`src/rtl/core_gate_pkg.sv`:
```
package core_gate_pkg;
  localparam int DLY_W_DEF = 3;

  typedef enum logic {
    CE_GATED   = 1'b0,
    CE_RUNNING = 1'b1
  } ce_state_e;
endpackage

```
`src/rtl/core_gate_delay.sv`:
```
module core_gate_delay
  import core_gate_pkg::*;
#(
  parameter int DLY_W = DLY_W_DEF
) (
  input  logic             clk,
  input  logic             rst,
  input  logic             cpu_clk_on,
  input  logic [DLY_W-1:0] ungate_dly,
  input  logic [DLY_W-1:0] gate_dly,
  output ce_state_e        auto_q,
  output ce_state_e        auto_nxt
);
  localparam logic [DLY_W-1:0] CNT_ONE = DLY_W'(1);

  ce_state_e        target;
  logic [DLY_W-1:0] cnt_q;
  logic [DLY_W-1:0] cnt_nxt;
  logic [DLY_W-1:0] limit;
  logic             pending;
  logic             done;

  always_comb begin
    target   = ce_state_e'(cpu_clk_on);
    pending  = (target != auto_q);
    limit    = (target == CE_RUNNING) ? ungate_dly : gate_dly;
    done     = pending && (cnt_q >= limit);
    auto_nxt = done ? target : auto_q;
    if (pending && !done) cnt_nxt = cnt_q + CNT_ONE;
    else                  cnt_nxt = '0;
  end

  always_ff @(posedge clk) begin
    if (rst) begin
      auto_q <= CE_GATED;
      cnt_q  <= '0;
    end else begin
      auto_q <= auto_nxt;
      cnt_q  <= cnt_nxt;
    end
  end

  AST_RESET_STATE: assert property (@(posedge clk)
    rst |=> (auto_q == CE_GATED) && (cnt_q == '0));

  AST_NO_EARLY_UNGATE: assert property (@(posedge clk) disable iff (rst)
    (auto_q == CE_GATED && cpu_clk_on && cnt_q < ungate_dly) |=> auto_q == CE_GATED);

  AST_NO_EARLY_GATE: assert property (@(posedge clk) disable iff (rst)
    (auto_q == CE_RUNNING && !cpu_clk_on && cnt_q < gate_dly) |=> auto_q == CE_RUNNING);

  AST_ZERO_DELAY_UNGATE: assert property (@(posedge clk) disable iff (rst)
    (auto_q == CE_GATED && cpu_clk_on && ungate_dly == '0) |=> auto_q == CE_RUNNING);

  AST_ABANDON_HOLDS: assert property (@(posedge clk) disable iff (rst)
    (ce_state_e'(cpu_clk_on) == auto_q) |=> $stable(auto_q) && (cnt_q == '0));

  AST_LOWERED_LIMIT: assert property (@(posedge clk) disable iff (rst)
    (auto_q == CE_RUNNING && !cpu_clk_on && cnt_q >= gate_dly) |=> auto_q == CE_GATED);
endmodule

```
`src/rtl/core_gate_out.sv`:
```
module core_gate_out
  import core_gate_pkg::*;
(
  input  logic      clk,
  input  logic      rst,
  input  logic      force_en,
  input  logic      force_val,
  input  ce_state_e auto_nxt,
  input  ce_state_e auto_q,
  output logic      core_ce
);
  logic ce_nxt;

  always_comb begin
    ce_nxt = force_en ? force_val : (auto_nxt == CE_RUNNING);
  end

  always_ff @(posedge clk) begin
    if (rst) core_ce <= 1'b0;
    else     core_ce <= ce_nxt;
  end

  AST_RESET_GATED: assert property (@(posedge clk)
    rst |=> !core_ce);

  AST_FORCE_FOLLOW: assert property (@(posedge clk) disable iff (rst)
    force_en |=> core_ce == $past(force_val));

  AST_AUTO_PASS: assert property (@(posedge clk) disable iff (rst)
    !force_en |=> core_ce == (auto_q == CE_RUNNING));
endmodule

```
`src/rtl/core_gate_ctrl.sv`:
```
module core_gate_ctrl
  import core_gate_pkg::*;
#(
  parameter int DLY_W = DLY_W_DEF
) (
  input  logic             clk,
  input  logic             rst,
  input  logic             cpu_clk_on,
  input  logic [DLY_W-1:0] ungate_dly,
  input  logic [DLY_W-1:0] gate_dly,
  input  logic             force_en,
  input  logic             force_val,
  output logic             core_ce
);
  ce_state_e auto_q;
  ce_state_e auto_nxt;

  core_gate_delay #(.DLY_W(DLY_W)) u_delay (
    .clk        (clk),
    .rst        (rst),
    .cpu_clk_on (cpu_clk_on),
    .ungate_dly (ungate_dly),
    .gate_dly   (gate_dly),
    .auto_q     (auto_q),
    .auto_nxt   (auto_nxt)
  );

  core_gate_out u_out (
    .clk       (clk),
    .rst       (rst),
    .force_en  (force_en),
    .force_val (force_val),
    .auto_nxt  (auto_nxt),
    .auto_q    (auto_q),
    .core_ce   (core_ce)
  );
endmodule

```
`config.mk`:
```
export PLATFORM = sky130hd
export DESIGN_NAME = core_gate_ctrl
export DESIGN_NICKNAME = d
export VERILOG_FILES = /design/src/rtl/core_gate_pkg.sv /design/src/rtl/core_gate_delay.sv /design/src/rtl/core_gate_out.sv /design/src/rtl/core_gate_ctrl.sv
export SDC_FILE = /design/constraint.sdc
export NUM_CORES = 1
export LEC_CHECK = 0
export BUFFER_PORTS_ARGS = -buffer_cell sky130_fd_sc_hd__buf_4
export CORE_AREA = 8 8 45 47
export DETAILED_ROUTE_END_ITERATION = 7
export DIE_AREA = 0 0 53 55
export PLACE_DENSITY = 0.56
export SYNTH_ARGS = -nofsm -noshare
export SYNTH_HDL_FRONTEND = slang
export SYNTH_SLANG_ARGS = --single-unit
```
`constraint.sdc`:
```
create_clock -name clk -period 4 [get_ports clk]
set_input_delay 0 -clock clk [delete_from_list [all_inputs] [get_ports clk]]
set_output_delay 0 -clock clk [all_outputs]
set_load 0.03 [all_outputs]
```
# ---- Word level (Yosys, flattened, before mapping)
# Cells that the tools add are included.
dict set report word_totals {
  regBits 5
  inputBits 11
  output_inout_bits 1
  elab_cells 14
}
dict set report op_classes {
  addsub 1
  n_lt_le_gt_ge 1
  eq_ne 1
  mux 3
  bitwise 1
  n_reduce_logical 4
}
# operator count
set ops {}
lappend ops {{3-bit by 1-bit adder with 3-bit output, second input constant} 1}
lappend ops {{3-bit >= comparator} 1}
lappend ops {{3-bit 2-to-1 mux} 1}
lappend ops {{1-bit logical AND} 2}
lappend ops {{1-bit 2-to-1 mux} 2}
lappend ops {{2-bit OR reduction} 1}
lappend ops {{1-bit zero test} 1}
lappend ops {{1-bit inequality test} 1}
lappend ops {{1-bit inverter} 1}

# ---- Longest topological paths before layout
dict set report logic_depth {
  depth_word 7
  ltp_mapped 7
  mapped_depth_nobuf 6
}

# ---- Modules after synthesis
# A second synthesis with hierarchy kept.
dict set report unflattened {
  cells_unflattened 32
  area_unflattened_um2 331.6
}
# mod n_inst cells_each area_each_um2 seq_area_each_um2
set by_module_without_submodules {}
lappend by_module_without_submodules {core_gate_delay 1 29 297.8 80.1}
lappend by_module_without_submodules {core_gate_out 1 3 33.8 20.0}

# ---- Least setup slack after synthesis
# Ideal clock, no wire load.
dict set report synth_timing {
  path_kind {input-to-reg}
  startpoint {input cpu_clk_on}
  endpoint {register u_delay.cnt_q[2]}
  t_arrival_ps 1392
  slack_ps 2546
  cell_stages 7
  path_buffers 1
  cell_sequence {buf_4 mux2_2 ha_1 nor2b_4 o21ai_2 or3_4 nor2_2}
}
dict set report synth_between {
  elab_chain_cells 7
}
# element line
set synth_lines {}
lappend synth_lines {{start, declared} core_gate_ctrl.sv:8} ;# input logic cpu_clk_on,
lappend synth_lines {{3-bit 2-to-1 mux} core_gate_delay.sv:26} ;# limit = (target == CE_RUNNING) ? ungate_dly : gate_dly;
lappend synth_lines {{3-bit >= comparator} core_gate_delay.sv:27} ;# done = pending && (cnt_q >= limit);
lappend synth_lines {{1-bit logical AND} core_gate_delay.sv:27}
lappend synth_lines {{1-bit zero test} core_gate_delay.sv:29} ;# if (pending && !done) cnt_nxt = cnt_q + CNT_ONE;
lappend synth_lines {{1-bit logical AND *} core_gate_delay.sv:29}
lappend synth_lines {{1-bit inverter (no line) *} -}
lappend synth_lines {{2-bit OR reduction (no line) *} -}
lappend synth_lines {{end signal, assigned} core_gate_delay.sv:39} ;# cnt_q <= cnt_nxt;
lappend synth_lines {{end, declared} core_gate_delay.sv:17} ;# logic [DLY_W-1:0] cnt_q;
# Mark *: on every way between the ends. The rest lies on a longest branch, timed or not.
# A chain may end at the register's enable or synchronous reset.

# ---- Final worst setup path
dict set report layout_timing {
  startpoint {register u_delay.cnt_q[0]}
  endpoint {register u_delay.cnt_q[2]}
}
dict set report layout_between {
  elab_chain_cells 6
}
# element line
set layout_lines {}
lappend layout_lines {{3-bit >= comparator} core_gate_delay.sv:27}
lappend layout_lines {{1-bit logical AND} core_gate_delay.sv:27}
lappend layout_lines {{1-bit zero test} core_gate_delay.sv:29}
lappend layout_lines {{1-bit logical AND} core_gate_delay.sv:29}
lappend layout_lines {{1-bit inverter (no line)} -}
lappend layout_lines {{2-bit OR reduction (no line)} -}
# Parallel ways exist; a longest one is shown, timed or not.

==> report_table.html <==
<table>
<tr><th>Metric</th><th>Value</th></tr>
<tr><th colspan="2">Timing</th></tr>
<tr><td>Setup tns final</td><td>0 ns</td></tr>
<tr><td>Final worst clock skew</td><td>0.00148 ns</td></tr>
<tr><td>Crit path time final</td><td>1.45 ns</td></tr>
<tr><td>Period Utilization, post-route</td><td>36.2%</td></tr>
<tr><td>Final setup violation count</td><td>0</td></tr>
<tr><td>Relative slew slack</td><td>87.8%</td></tr>
<tr><td>Hold Vio Cnt, Final</td><td>0</td></tr>
<tr><td>Unrepaired setup endpoints after global routing</td><td>false</td></tr>
<tr><td>Fin. max-slew vios</td><td>0</td></tr>
<tr><td>Slew of the pin with the lowest slew margin</td><td>0.178 ns</td></tr>
<tr><td>Final critical-path setup slack</td><td>2.55 ns</td></tr>
<tr><td>Maximum achievable frequency</td><td>0.691 GHz</td></tr>
<tr><td>Worst hold slack</td><td>0.0295 ns</td></tr>
<tr><th colspan="2">Place</th></tr>
<tr><td>Routability-driven placement congestion ratio</td><td>0.642</td></tr>
<tr><td>Area after detailed placement</td><td>398 um^2</td></tr>
<tr><td>Inst Count DP</td><td>56</td></tr>
<tr><td>Port buffer count</td><td>11</td></tr>
<tr><td>HPWL reported at the end of detailed placement</td><td>473 um</td></tr>
<tr><td>Worst Setup Slack post-DPL</td><td>2.49 ns</td></tr>
<tr><th colspan="2">Clock tree</th></tr>
<tr><td>Clock transition at the register clock pins on the worst setup and hold paths after CTS</td><td>0.04 ns</td></tr>
<tr><td>Buffer type at the clock tree root</td><td>clkbuf_4</td></tr>
<tr><td>CTS Sinks</td><td>5</td></tr>
<tr><td>Number of instances resized during post-cts repair</td><td>0</td></tr>
<tr><td>Clock tree from TritonCTS</td><td>built</td></tr>
<tr><td>Post-CTS Hold Buffers</td><td>1</td></tr>
<tr><td>Post-CTS setup buffers</td><td>0</td></tr>
<tr><td>Count of H-tree levels built during CTS</td><td>1</td></tr>
<tr><td>TritonCTS Buffers</td><td>3</td></tr>
<tr><td>Maximum clock insertion buffer count</td><td>2</td></tr>
<tr><td>Clock insertion delay at the later pin of the skew report</td><td>0.24 ns</td></tr>
<tr><th colspan="2">Die</th></tr>
<tr><td>Core footprint</td><td>1380 um^2</td></tr>
<tr><td>Io pins</td><td>12</td></tr>
<tr><td>Standard-cell row count</td><td>14</td></tr>
<tr><td>Vertical die dimension</td><td>55 um</td></tr>
<tr><td>Die extent in x</td><td>53 um</td></tr>
<tr><td>Initial core utilization</td><td>21.9%</td></tr>
<tr><td>Die area</td><td>2920 um^2</td></tr>
<tr><th colspan="2">Power</th></tr>
<tr><td>Static leakage power</td><td>0.206 nW</td></tr>
<tr><td>Worst supply voltage drop on vdd</td><td>0.228 mV</td></tr>
<tr><td>Pwr Density</td><td>342 nW/um^2</td></tr>
<tr><td>Post-layout power</td><td>0.148 mW</td></tr>
<tr><th colspan="2">Finish</th></tr>
<tr><td>Area added between synthesis and finish</td><td>43.4%</td></tr>
<tr><td>Area of all placed cells without fillers</td><td>434 um^2</td></tr>
<tr><td>Number of standard cells in the final layout excluding fillers</td><td>61</td></tr>
<tr><td>Proportion of layout cells with a drive suffix above 1</td><td>44.4%</td></tr>
<tr><td>Diode insertion count for antenna repair</td><td>0</td></tr>
<tr><td>Total Nets Final</td><td>61</td></tr>
<tr><td>End-of-flow core utilization</td><td>31.4%</td></tr>
<tr><th colspan="2">Setup path</th></tr>
<tr><td>Setup crit start kind</td><td>flop</td></tr>
<tr><td>CP required</td><td>4.19 ns</td></tr>
<tr><td>Max stage delay on crit path</td><td>0.38 ns</td></tr>
<tr><td>Maximum fanout encountered on the critical timing path</td><td>3</td></tr>
<tr><td>Worst path cell trace</td><td>inv_1 &gt; ha_1 &gt; nor2b_4 &gt; o21ai_2 &gt; or3_4 &gt; nor2_2</td></tr>
<tr><td>Category of the worst setup path capture point</td><td>flop</td></tr>
<tr><td>Sum of buffers and inverters on the critical path</td><td>1</td></tr>
<tr><td>Data arrival time at the worst-slack endpoint</td><td>1.63 ns</td></tr>
<tr><td>Critical path class</td><td>reg2reg</td></tr>
<tr><td>Slowest cell on crit path</td><td>or3_4</td></tr>
<tr><td>CP delay by family, top</td><td>simple AND/OR/NAND/NOR gates</td></tr>
<tr><th colspan="2">Synth</th></tr>
<tr><td>Xor-xnor portion of the synthesized cell area</td><td>5.79%</td></tr>
<tr><td>EDFF count, synth</td><td>0</td></tr>
<tr><td>Share of Yosys cell area claimed by the top area cell type</td><td>33.1%</td></tr>
<tr><td>Most frequent cell after synthesis</td><td>dfxtp_1</td></tr>
<tr><td>Synth area leader</td><td>dfxtp_1</td></tr>
<tr><td>Compound-Gate Fraction of Synth Area</td><td>8.26%</td></tr>
<tr><td>Synth cell types</td><td>15</td></tr>
<tr><td>Syn_nets</td><td>45</td></tr>
<tr><td>Top cells by count, synth</td><td>dfxtp_1, ha_1, nor2_1</td></tr>
<tr><td>Register bit total from synthesis</td><td>5</td></tr>
<tr><td>Synthesized cell area</td><td>303 um^2</td></tr>
<tr><td>Main area contributors after synthesis</td><td>dfxtp_1, ha_1, mux2i_1, xnor2_1, nor2_1</td></tr>
<tr><td>Area share of and/or/nand/nor cells after synthesis</td><td>16.5%</td></tr>
<tr><td>Main combinational cell family by area after synthesis</td><td>adder cells</td></tr>
<tr><td>Cells after synthesis</td><td>30</td></tr>
<tr><td>Most common flop cell mapped by yosys</td><td>dfxtp_1</td></tr>
<tr><td>Async set-reset flop share out of synthesis</td><td>0%</td></tr>
<tr><td>Mux contribution to synthesized area</td><td>13.6%</td></tr>
<tr><td>Number of synthesis warnings</td><td>0</td></tr>
<tr><td>Sequential-to-total area share from yosys stat</td><td>33.1%</td></tr>
<tr><td>Average size of a mapped cell</td><td>10.1 um^2</td></tr>
<tr><td>Arithmetic-cell share of the synthesized area counting full adders, half adders and majority gates</td><td>16.5%</td></tr>
<tr><th colspan="2">Drt</th></tr>
<tr><td>TritonRoute pass-1 iters</td><td>1</td></tr>
<tr><td>Number of nets with antenna violations after detailed routing</td><td>0</td></tr>
<tr><td>Via count</td><td>250</td></tr>
<tr><td>Post-route DRC</td><td>0</td></tr>
<tr><td>Total Routed Length</td><td>585 um</td></tr>
<tr><td>Starting DRT DRC Count</td><td>0</td></tr>
<tr><td>Routed vias/inst</td><td>4.10</td></tr>
<tr><td>Routed wire per std cell</td><td>9.59 um</td></tr>
<tr><th colspan="2">GRT</th></tr>
<tr><td>Global-route wire length before repair</td><td>1040 um</td></tr>
<tr><td>Number of antenna violations at the first check in global routing</td><td>0</td></tr>
<tr><td>GRT met1 Usage</td><td>4.42%</td></tr>
<tr><td>Remaining global-route overflow</td><td>0</td></tr>
<tr><td>Total Routing Usage GR</td><td>5.14%</td></tr>
<tr><td>GR met3 Demand/Resource</td><td>5.61%</td></tr>
<tr><td>Largest net degree at the start of global routing</td><td>6</td></tr>
<tr><td>Met2 Track Usage GR</td><td>7.42%</td></tr>
<tr><td>Most crowded layer after global routing</td><td>met2</td></tr>
<tr><td>Vias in the first global route</td><td>270</td></tr>
<tr><th colspan="2">Outcome</th></tr>
<tr><td>Status</td><td>complete, no violations</td></tr>
<tr><th colspan="2">Flow run</th></tr>
<tr><td>Number of max-cap violations</td><td>0</td></tr>
<tr><th colspan="2">Hold path</th></tr>
<tr><td>Min-delay worst type</td><td>in2reg</td></tr>
</table>
-- worst min-delay path: stages --
cell      delay (ns)
buf_4           0.10
inv_1           0.06
a211oi_1        0.06
-- report_power, final --
group / switching, mW / total, mW / internal [mW]
logic: 0.0139 / 0.0334 / 0.0195
clock network: 0.0219 / 0.0597 / 0.0378
registers: 0.00195 / 0.0554 / 0.0534
-- layer usage --
| layer | vias to the layer above | share of wire (%) |
|---|---|---|
| met4 | 0 | 0 |
| met2 | 11 | 46 |
| met5 | - | 0 |
| met1 | 110 | 37 |
| li1 | 129 | - |
| met3 | 0 | 17 |
-- worst paths after layout --
check	depth (start not counted)	startpoint	to	slack (ns)
setup reg to reg	6	u_delay.cnt_q[0]	u_delay.cnt_q[2]	2.55
hold reg to reg	1	u_delay.cnt_q[0]	u_delay.cnt_q[0]	0.45
setup / recovery	6	u_delay.cnt_q[0]	u_delay.cnt_q[2]	2.55
hold / removal	3	force_en	u_out.core_ce	0.03
-- state kept, by name, indices dropped and copies added, names as in the netlist --
signal and cells:
u_delay.auto_q 1, u_delay.cnt_q 3, u_out.core_ce 1
-- cell usage in the layout (no fill, tap or decap) --
master	Yosys	routed
a211oi_1	1	1
a21oi_2	1	1
buf_4	1	11
clkbuf_1	0	1
clkbuf_4	0	3
dfxtp_1	5	5
dlygate4sd3_1	0	1
ha_1	4	4
inv_1	3	3
mux2_2	1	1
mux2i_1	3	3
nand2_1	1	1
nor2_1	4	4
nor2_2	1	1
nor2b_4	1	1
o21ai_2	1	1
or3_4	1	1
xnor2_1	2	2
-- layout make-up --
cell class              count  area (um^2)
clock buffers               4         26.3
flip-flops and latches      5          100
repair buffers             12         92.6
inverters                   3         11.3
fillers                   150          950
multi-input cells          21          184
well taps                  16         20.0
-- cell families after synthesis --
| family | count (synthesis) |
|---|---|
| flops | 5 |
| mux | 4 |
| fa+ha+maj | 4 |
| simple gates | 8 |
| buf+inv | 4 |
| compound gates | 3 |
| xor+xnor | 2 |
Note: power is estimated with default switching activity, not from simulation.
